### config.mk
export PLATFORM = sky130hd
export DESIGN_NAME = mdr_array_front
export DESIGN_NICKNAME = d
export VERILOG_FILES = /design/src/rtl/mdr_pkg.sv /design/src/rtl/mdr_edge_det.sv /design/src/rtl/mdr_refresh_ctr.sv /design/src/rtl/mdr_cell_array.sv /design/src/rtl/mdr_row_buffer.sv /design/src/rtl/mdr_array_front.sv
export SDC_FILE = /design/constraint.sdc
export NUM_CORES = 1
export LEC_CHECK = 0
export CAP_MARGIN = 10
export CORE_ASPECT_RATIO = 0.5
export CORE_UTILIZATION = 48
export DETAILED_ROUTE_END_ITERATION = 7
export GPL_TIMING_DRIVEN = 0
export SYNTH_ARGS = -nofsm -noshare
export SYNTH_HDL_FRONTEND = slang
export SYNTH_HIERARCHICAL = 1
export SYNTH_SLANG_ARGS = --single-unit
### constraint.sdc
create_clock -name clk -period 6.19 [get_ports clk]
set_clock_uncertainty 0.2 [all_clocks]
set_input_delay 0.9285 -clock clk [delete_from_list [all_inputs] [get_ports clk]]
set_output_delay 0.9285 -clock clk [all_outputs]
set_load 0.01 [all_outputs]
### src/rtl/mdr_pkg.sv
package mdr_pkg;

  typedef enum logic [1:0] {
    CYC_IDLE    = 2'd0,
    CYC_ACCESS  = 2'd1,
    CYC_REFRESH = 2'd2
  } cyc_e;

  function automatic int unsigned wrap_next(int unsigned v, int unsigned lim);
    return (v + 1 >= lim) ? 0 : v + 1;
  endfunction

  function automatic int unsigned word_base(int unsigned col, int unsigned w);
    return col * w;
  endfunction

endpackage

### src/rtl/mdr_edge_det.sv
module mdr_edge_det (
  input  logic clk,
  input  logic rst_n,
  input  logic sig_n,
  output logic fall,
  output logic rise
);
  logic prev_q;

  always_ff @(posedge clk) begin
    if (!rst_n) prev_q <= 1'b1;
    else        prev_q <= sig_n;
  end

  assign fall = prev_q & ~sig_n;
  assign rise = ~prev_q & sig_n;
endmodule

### src/rtl/mdr_refresh_ctr.sv
module mdr_refresh_ctr #(
  parameter int ROW_BITS = 4
) (
  input  logic                clk,
  input  logic                rst_n,
  input  logic                step,
  output logic [ROW_BITS-1:0] ref_row
);
  localparam int unsigned ROWS = 1 << ROW_BITS;
  logic [ROW_BITS-1:0] cnt_q;

  always_ff @(posedge clk) begin
    if (!rst_n) cnt_q <= '0;
    else if (step)
      cnt_q <= ROW_BITS'(mdr_pkg::wrap_next(32'(cnt_q), ROWS));
  end

  assign ref_row = cnt_q;
endmodule

### src/rtl/mdr_cell_array.sv
module mdr_cell_array #(
  parameter int ROW_BITS = 4,
  parameter int ROW_W    = 32
) (
  input  logic                clk,
  input  logic                rst_n,
  input  logic [ROW_BITS-1:0] rd_row,
  output logic [ROW_W-1:0]    rd_data,
  input  logic                wr_en,
  input  logic [ROW_BITS-1:0] wr_row,
  input  logic [ROW_W-1:0]    wr_data
);
  localparam int ROWS = 1 << ROW_BITS;
  logic [ROW_W-1:0] mem_q [ROWS];

  always_ff @(posedge clk) begin
    if (!rst_n) begin
      for (int i = 0; i < ROWS; i++) mem_q[i] <= '0;
    end else if (wr_en) begin
      mem_q[wr_row] <= wr_data;
    end
  end

  assign rd_data = mem_q[rd_row];
endmodule

### src/rtl/mdr_row_buffer.sv
module mdr_row_buffer #(
  parameter int COL_BITS = 4,
  parameter int DATA_W   = 2
) (
  input  logic                                 clk,
  input  logic                                 rst_n,
  input  logic                                 load,
  input  logic [(1<<COL_BITS)*DATA_W-1:0]      load_data,
  input  logic                                 wr_en,
  input  logic [COL_BITS-1:0]                  wr_col,
  input  logic [DATA_W-1:0]                    wr_data,
  input  logic [COL_BITS-1:0]                  rd_col,
  output logic [DATA_W-1:0]                    rd_data,
  output logic [(1<<COL_BITS)*DATA_W-1:0]      row_data
);
  localparam int COLS  = 1 << COL_BITS;
  localparam int ROW_W = COLS * DATA_W;

  logic [ROW_W-1:0] buf_q;
  logic [DATA_W-1:0] words [COLS];

  genvar g;
  generate
    for (g = 0; g < COLS; g++) begin : g_word
      assign words[g] = buf_q[g*DATA_W +: DATA_W];
    end
  endgenerate

  always_ff @(posedge clk) begin
    if (!rst_n) begin
      buf_q <= '0;
    end else if (load) begin
      buf_q <= load_data;
    end else if (wr_en) begin
      buf_q[mdr_pkg::word_base(32'(wr_col), DATA_W) +: DATA_W] <= wr_data;
    end
  end

  assign rd_data  = words[rd_col];
  assign row_data = buf_q;
endmodule

### src/rtl/mdr_array_front.sv
module mdr_array_front #(
  parameter int ROW_BITS = 4,
  parameter int COL_BITS = 4,
  parameter int DATA_W   = 2,
  parameter int ADDR_W   = (ROW_BITS > COL_BITS) ? ROW_BITS : COL_BITS
) (
  input  logic              clk,
  input  logic              rst_n,
  input  logic              ras_n,
  input  logic              cas_n,
  input  logic              we_n,
  input  logic [ADDR_W-1:0] addr,
  input  logic [DATA_W-1:0] din,
  output logic [DATA_W-1:0] dq_out,
  output logic              dq_oe
);
  import mdr_pkg::*;

  localparam int COLS  = 1 << COL_BITS;
  localparam int ROW_W = COLS * DATA_W;

  // edge events
  logic ras_fall, ras_rise, cas_fall, cas_rise;

  mdr_edge_det u_ras_edge (.clk(clk), .rst_n(rst_n), .sig_n(ras_n),
                           .fall(ras_fall), .rise(ras_rise));
  mdr_edge_det u_cas_edge (.clk(clk), .rst_n(rst_n), .sig_n(cas_n),
                           .fall(cas_fall), .rise(cas_rise));

  // control state
  cyc_e                state_q;
  logic [ROW_BITS-1:0] row_q;
  logic [COL_BITS-1:0] col_q;
  logic                cas_active;
  logic                wr_mode;

  // named internal events
  logic                open_q, cbr_q;
  logic                row_start, use_cbr, wb_fire, col_start, cas_hold;
  logic                buf_wr;
  logic [COL_BITS-1:0] buf_wr_col;
  logic [ROW_BITS-1:0] row_sel, ref_row;
  logic [ROW_W-1:0]    arr_rd, buf_row;
  logic                cas_rise_seen;

  assign open_q    = (state_q != CYC_IDLE);
  assign cbr_q     = (state_q == CYC_REFRESH);
  assign row_start = ras_fall & ~open_q;
  assign use_cbr   = ~cas_n;
  assign row_sel   = use_cbr ? ref_row : addr[ROW_BITS-1:0];
  assign wb_fire   = ras_rise & open_q;
  assign col_start = cas_fall & open_q & ~cbr_q & ~ras_n;
  assign cas_hold  = cas_active & ~cas_n & ~ras_n;
  assign buf_wr    = (col_start | cas_hold) & ~we_n;
  assign buf_wr_col = col_start ? addr[COL_BITS-1:0] : col_q;
  assign cas_rise_seen = cas_rise;

  always_ff @(posedge clk) begin
    if (!rst_n) begin
      state_q    <= CYC_IDLE;
      row_q      <= '0;
      col_q      <= '0;
      cas_active <= 1'b0;
      wr_mode    <= 1'b0;
    end else if (row_start) begin
      state_q    <= use_cbr ? CYC_REFRESH : CYC_ACCESS;
      row_q      <= row_sel;
      cas_active <= 1'b0;
      wr_mode    <= 1'b0;
    end else if (wb_fire) begin
      state_q    <= CYC_IDLE;
      cas_active <= 1'b0;
      wr_mode    <= 1'b0;
    end else if (open_q) begin
      if (col_start) begin
        cas_active <= 1'b1;
        col_q      <= addr[COL_BITS-1:0];
        wr_mode    <= ~we_n;
      end else if (cas_n || cas_rise_seen) begin
        cas_active <= 1'b0;
        wr_mode    <= 1'b0;
      end else if (cas_active && !we_n) begin
        wr_mode    <= 1'b1;
      end
    end
  end

  mdr_refresh_ctr #(.ROW_BITS(ROW_BITS)) u_ref (
    .clk(clk), .rst_n(rst_n), .step(wb_fire & cbr_q), .ref_row(ref_row)
  );

  mdr_cell_array #(.ROW_BITS(ROW_BITS), .ROW_W(ROW_W)) u_array (
    .clk(clk), .rst_n(rst_n),
    .rd_row(row_sel), .rd_data(arr_rd),
    .wr_en(wb_fire), .wr_row(row_q), .wr_data(buf_row)
  );

  mdr_row_buffer #(.COL_BITS(COL_BITS), .DATA_W(DATA_W)) u_buf (
    .clk(clk), .rst_n(rst_n),
    .load(row_start), .load_data(arr_rd),
    .wr_en(buf_wr), .wr_col(buf_wr_col), .wr_data(din),
    .rd_col(col_q), .rd_data(dq_out), .row_data(buf_row)
  );

  assign dq_oe = cas_active & ~wr_mode;
endmodule

After elaboration in Yosys (flattened, before gate mapping):

Memories as Yosys holds them, arrays and structs flattened.
Cells that the tools add are included.

* input port bits: 11
* register bits after elaboration: 50
* word-level logic and storage cells: 81
* memories: 1
* output and inout bits: 3
* memory bits (writable): 512

Memory list
* u_array.mem_q: words 16, width 32, read ports 1, clocked after Yosys merged registers in 0, wr ports 16, RTL line mdr_cell_array.sv:14 `logic [ROW_W-1:0] mem_q [ROWS];`

* shifts and indexed selects: 2
* bitwise gates (word level): 27
* reduce and logical (&&, ||, !) cells: 13
* magnitude comparators: 2
* eq/ne operators: 1
* muxes and demuxes: 24
* add/sub/neg operators: 2

Operators by type and width (count)
* 2-to-1 mux 32 bit: 3
* negation 5 -> 34 bit: 1
* variable shift 2 x 34 -> 32 bit, first input constant: 1
* variable part select 2 x 34 -> 32 bit: 1
* bitwise mux 32 bit: 1
* OR reduction 32 bit: 1
* 2-to-1 mux 4 bit: 4
* bitwise AND 1 bit: 14
* inverter 1 bit: 11
* greater-or-equal comparator 5 bit, second input constant: 2
* 2-to-1 mux 1 bit: 10
* 2-to-1 mux 2 bit: 5
* binary-select mux 2 bit (select 4 bit): 1
* nonzero test 2 bit: 4
* adder 4 x 1 -> 5 bit, second input constant: 1
* inverter 4 -> 5 bit: 1
* AND reduction 2 bit: 2
* AND reduction 3 bit: 1
* nonzero test 3 bit: 1
* OR reduction 3 bit: 1
* == test 2 bit, second input constant: 1
* logical AND 1 bit: 1
* zero test 1 bit: 1
* logical OR 1 bit: 1
* bitwise OR 1 bit: 1

Depth between registers and ports, before layout:

* word-level depth: 11
* depth in mapped cells: 12

Modules after synthesis:

Netlist, hierarchy kept.

Modules (own cells, without submodules)
* mdr_cell_array: sequential area each 15374.7 µm², times used 1, area an instance 22858.2 µm², cells each 1416
* mdr_row_buffer: sequential area each 640.6 µm², times used 1, area an instance 2067.0 µm², cells each 242
* mdr_array_front: sequential area each 240.2 µm², times used 1, area an instance 633.1 µm², cells each 74
* mdr_refresh_ctr: sequential area each 80.1 µm², times used 1, area an instance 186.4 µm², cells each 18
* mdr_edge_det: sequential area each 20.0 µm², times used 2, area an instance 38.8 µm², cells each 4

Worst setup path after synthesis:

OpenSTA, ideal clock, no wires.

* path type: input -> register
* start: input port ras_n
* end: memory u_array.mem_q[3][0] (enable)
* library setup time: 0.466 ns
* stages: 4
* path slack: 1.260 ns
* data arrival time: 4.264 ns
* cells stage by stage: nor2b_1 > nor2b_1 > nand4bb_1 > o21ai_0

RTL lines
* start, declared: RTL line mdr_array_front.sv:9 `input logic ras_n,`
* end, declared: RTL line mdr_cell_array.sv:14

==> metrics.md <==
| Metric | Value |
|---|---|
| Reg-to-reg startpoint | u_ras_edge/prev_q |
| DR vias | between 15000 and 20000 |
| Core Rows | slightly below 60 |
| Max Fclk | about 200 MHz |
| CP Cell Sequence | clkdlybuf4s50_1 > nor2b_1 > nor2b_1 > nand4b_2 > nor3_2 > nand2b_2 > buf_12 |
| Initial DRC Count | a little over 2000 |
| Max-cap viol count | 0 |
| HP Start | wr_mode |
| Top FF cell, synth | edfxtp_1 |
| Top post-synthesis cells by count | and2_1 (516), edfxtp_1 (512), mux4_2 (136) |
| Seq/Total Area, Yosys | 0.634 |
| Slew Limit Fails | 0 |
| Postcts setup bufs | 0 |
| Most used cell, CP | nor2b_1 |
| TritonCTS Buffers | 50 |
| Chip width | roughly 330 um |
| FF-to-FF setup slack | between 1500 and 2000 ps |
| WHS Path Cells | 2 |
| Flops & latches, synth | between 500 and 600 |
| Run status | finished clean |
| Yosys cell types | 62 |
| CP bufs+invs | 2 |
| Post-route cell area | roughly 0.029 sq mm |
| Hold path endpoint | wr_mode |
| Core ar. | between 0.05 and 0.06 sq mm |
| WP data required | 6260 ps |
| CP max stage delay | ~1100 ps |
| CP Launch Type | primary input |
| Crit path max fanout | 22 |
| CTS tree | done |
| Syn-to-layout area delta | 12.3% |
| Maximum VDD drop | approximately 0.19 mV |
| RSZ-0062 raised after global routing | false |
| Ys Warns | 6 |
| Setup tns final | 0 ps |
| CP Capture Type | register |
| Clock sink count | 562 |
| Headroom to the max-slew limit | 0.0562 |
| Placer congestion estimate | ~0.94 |
| Syn Area/Cell | between 10 and 15 sq um |
| Delay-heaviest family, CP | simple AND/OR/NAND/NOR gates |
| Fin nets | 1858 |
| Post-DR wirelength/cell | between 20 and 30 um |
| CTS Buffer Depth | 3 |
| Power per cell area | between 200 and 300 mW/mm^2 |
| Final ANT Viol Nets | 0 |
| Initial antenna violation count | 3 |
| Largest net degree at the start of global routing | 25 |
| Vias in the first global route | 16000 |
| Total wire length | about 77000 um |
| Dpl cells | 2489 |
| Crit Reg-Reg Endpoint | u_array/mem_q[8][10] |
| Clock Latency Late Sink | 590 ps |
| Layout cells sized above 1 | 0.157 |
| Cell Area, Synth | around 0.026 sq mm |
| Hold Buf Count CTS | 0 |
| Static leakage | about 10 nW |
| HP Class | reg2reg |
| Die height | between 150 and 200 um |
| Initial Utilization | 0.491 |
| Total Routing Usage GR | 0.284 |
| Fin crit period | around 5000 ps |
| Vias per cell | 6.19 |
| Fill cells | 4237 |
| Slowest-stage cell, CP | nor3_2 |
| Non-Filler Instances | between 2000 and 3000 |
| Die ar. | between 0.05 and 0.06 sq mm |
| Fin crit share | 0.810 |
| Setup CP Type | in2reg |
| Arrival time at the worst endpoint | around 5000 ps |
| Final core utilization | 0.552 |
| Post-synth net total | roughly 1800 |
| Transition time at the pin with the least slew margin | around 1400 ps |
| Final setup fails | 0 |
| Drt pass-1 iters | 7 |
| Final hold violation count | 0 |
| Count leader, synth | and2_1 |
| Cell taking the most area after synthesis | edfxtp_1 |
| I/O Buffers | 11 |
| Residual DRC count | 0 |
| Ports | 14 |
| Ranking of synthesized cells by area | edfxtp_1 (60%), and2_1 (13%), mux4_2 (12%) |
| Syn Inst Count | between 1500 and 2000 |
| Clk slew on worst S/H paths | 60 ps |
| H-tree levels | 2 |
| DP HPWL | about 53000 um |
| Global route overflow | 0 |
| Clk root buf | clkbuf_16 |
| First-pass GRT wire length | roughly 110000 um |
| Placement Cell Area | 0.0274 sq mm |
| Tot Pwr | 8.09 mW |
| Synth async-reset ratio | 0 |
| Worst Reg-to-Reg Cells | 6 |
| Number of synthesized flops with an enable pin | roughly 510 |
| Post-synth top area share | 0.595 |
| Resize count post-CTS | 0 |
-- placed cells by master, fill, tap and decap left out, types with 17 or more instances in the layout --
cell type | synthesis | final
nor2_1 | 25 | 25
edfxtp_1 | 512 | 512
dfxtp_1 | 50 | 50
clkbuf_1 | 109 | 122
a22oi_1 | 73 | 73
mux4_2 | 136 | 136
nand2_1 | 74 | 74
nor2b_1 | 17 | 17
o21ai_0 | 42 | 30
and2_1 | 516 | 516
clkbuf_16 | 0 | 52
-- cell families after synthesis --
family | share of synthesized area
AO/OA/AOI/OAI | 0.0498
flip-flops | 0.634
adder cells (fa/ha/maj) | 0.00291
XOR/XNOR | 0.000969
multiplexers | 0.124
buffers and inverters | 0.0257
AND/OR/NAND/NOR | 0.162
-- final cells by class --
| class | count | area [sq um] | share of cell area |
|---|---|---|---|
| diodes | 1 | 2.50 | 0.0000863 |
| plain buffers | 143 | 616 | 0.0212 |
| clock buffers | 69 | 1410 | 0.0484 |
| clock inverters | 22 | 179 | 0.00617 |
| inverters | 13 | 48.8 | 0.00168 |
| multi-input cells | 1040 | 8930 | 0.308 |
| flip-flops and latches | 562 | 16400 | 0.565 |
| well taps | 701 | 877 | 0.0302 |
| repair buffers | 31 | 577 | 0.0199 |
-- stage by stage --
step	hold WS (ps)	setup slack [ps]
2_1_floorplan	258	1260
3_3_place_gp	284	-2830
3_5_place_dp	295	789
4_1_cts	305	1370
5_1_grt	313	1140
6_report	303	1180
-- worst register-to-register path: stages, from the launching register on --
cell and delay (ps):
dfxtp_1 310, nor2b_1 440, nor2b_1 620, nand4b_2 460, nor3_2 1080, nand2b_2 600, buf_12 300
-- registers in the layout (all words and copies together) (netlist names) --
register	cells
cas_active	1
u_ref/ref_row	4
wr_mode	1
u_buf/row_data	32
col_q	4
u_array/mem_q	512
state_q	2
u_ras_edge/prev_q	1
u_cas_edge/prev_q	1
row_q	4
-- report_power, final --
part,leakage [nW],internal [mW],switching (mW)
sequential,5.69,4.26,0.0831
combinational,3.75,0.235,0.415
clock,0.783,1.71,1.39
-- metal layers --
metal,track usage,part of all wire,wire length (um)
met5,0,0,0
met2,0.427,0.44,34100
met3,0.0817,0.12,8880
met4,0.0575,0.020,1500
met1,0.413,0.42,32200
-- how the worst max path moves through the flow --
stage	startpoint	end	slack (ps)	depth (start not counted)
2_1_floorplan	ras_n	u_array/mem_q[3][0]	1260	4
3_3_place_gp	ras_n	u_array/mem_q[10][25]	-2830	5
3_5_place_dp	ras_n	u_array/mem_q[8][25]	790	7
4_1_cts	ras_n	u_array/mem_q[8][22]	1370	7
5_1_grt	ras_n	u_array/mem_q[8][9]	1140	7
6_report	ras_n	u_array/mem_q[8][10]	1180	7
Power figures use the tool's default switching activity.
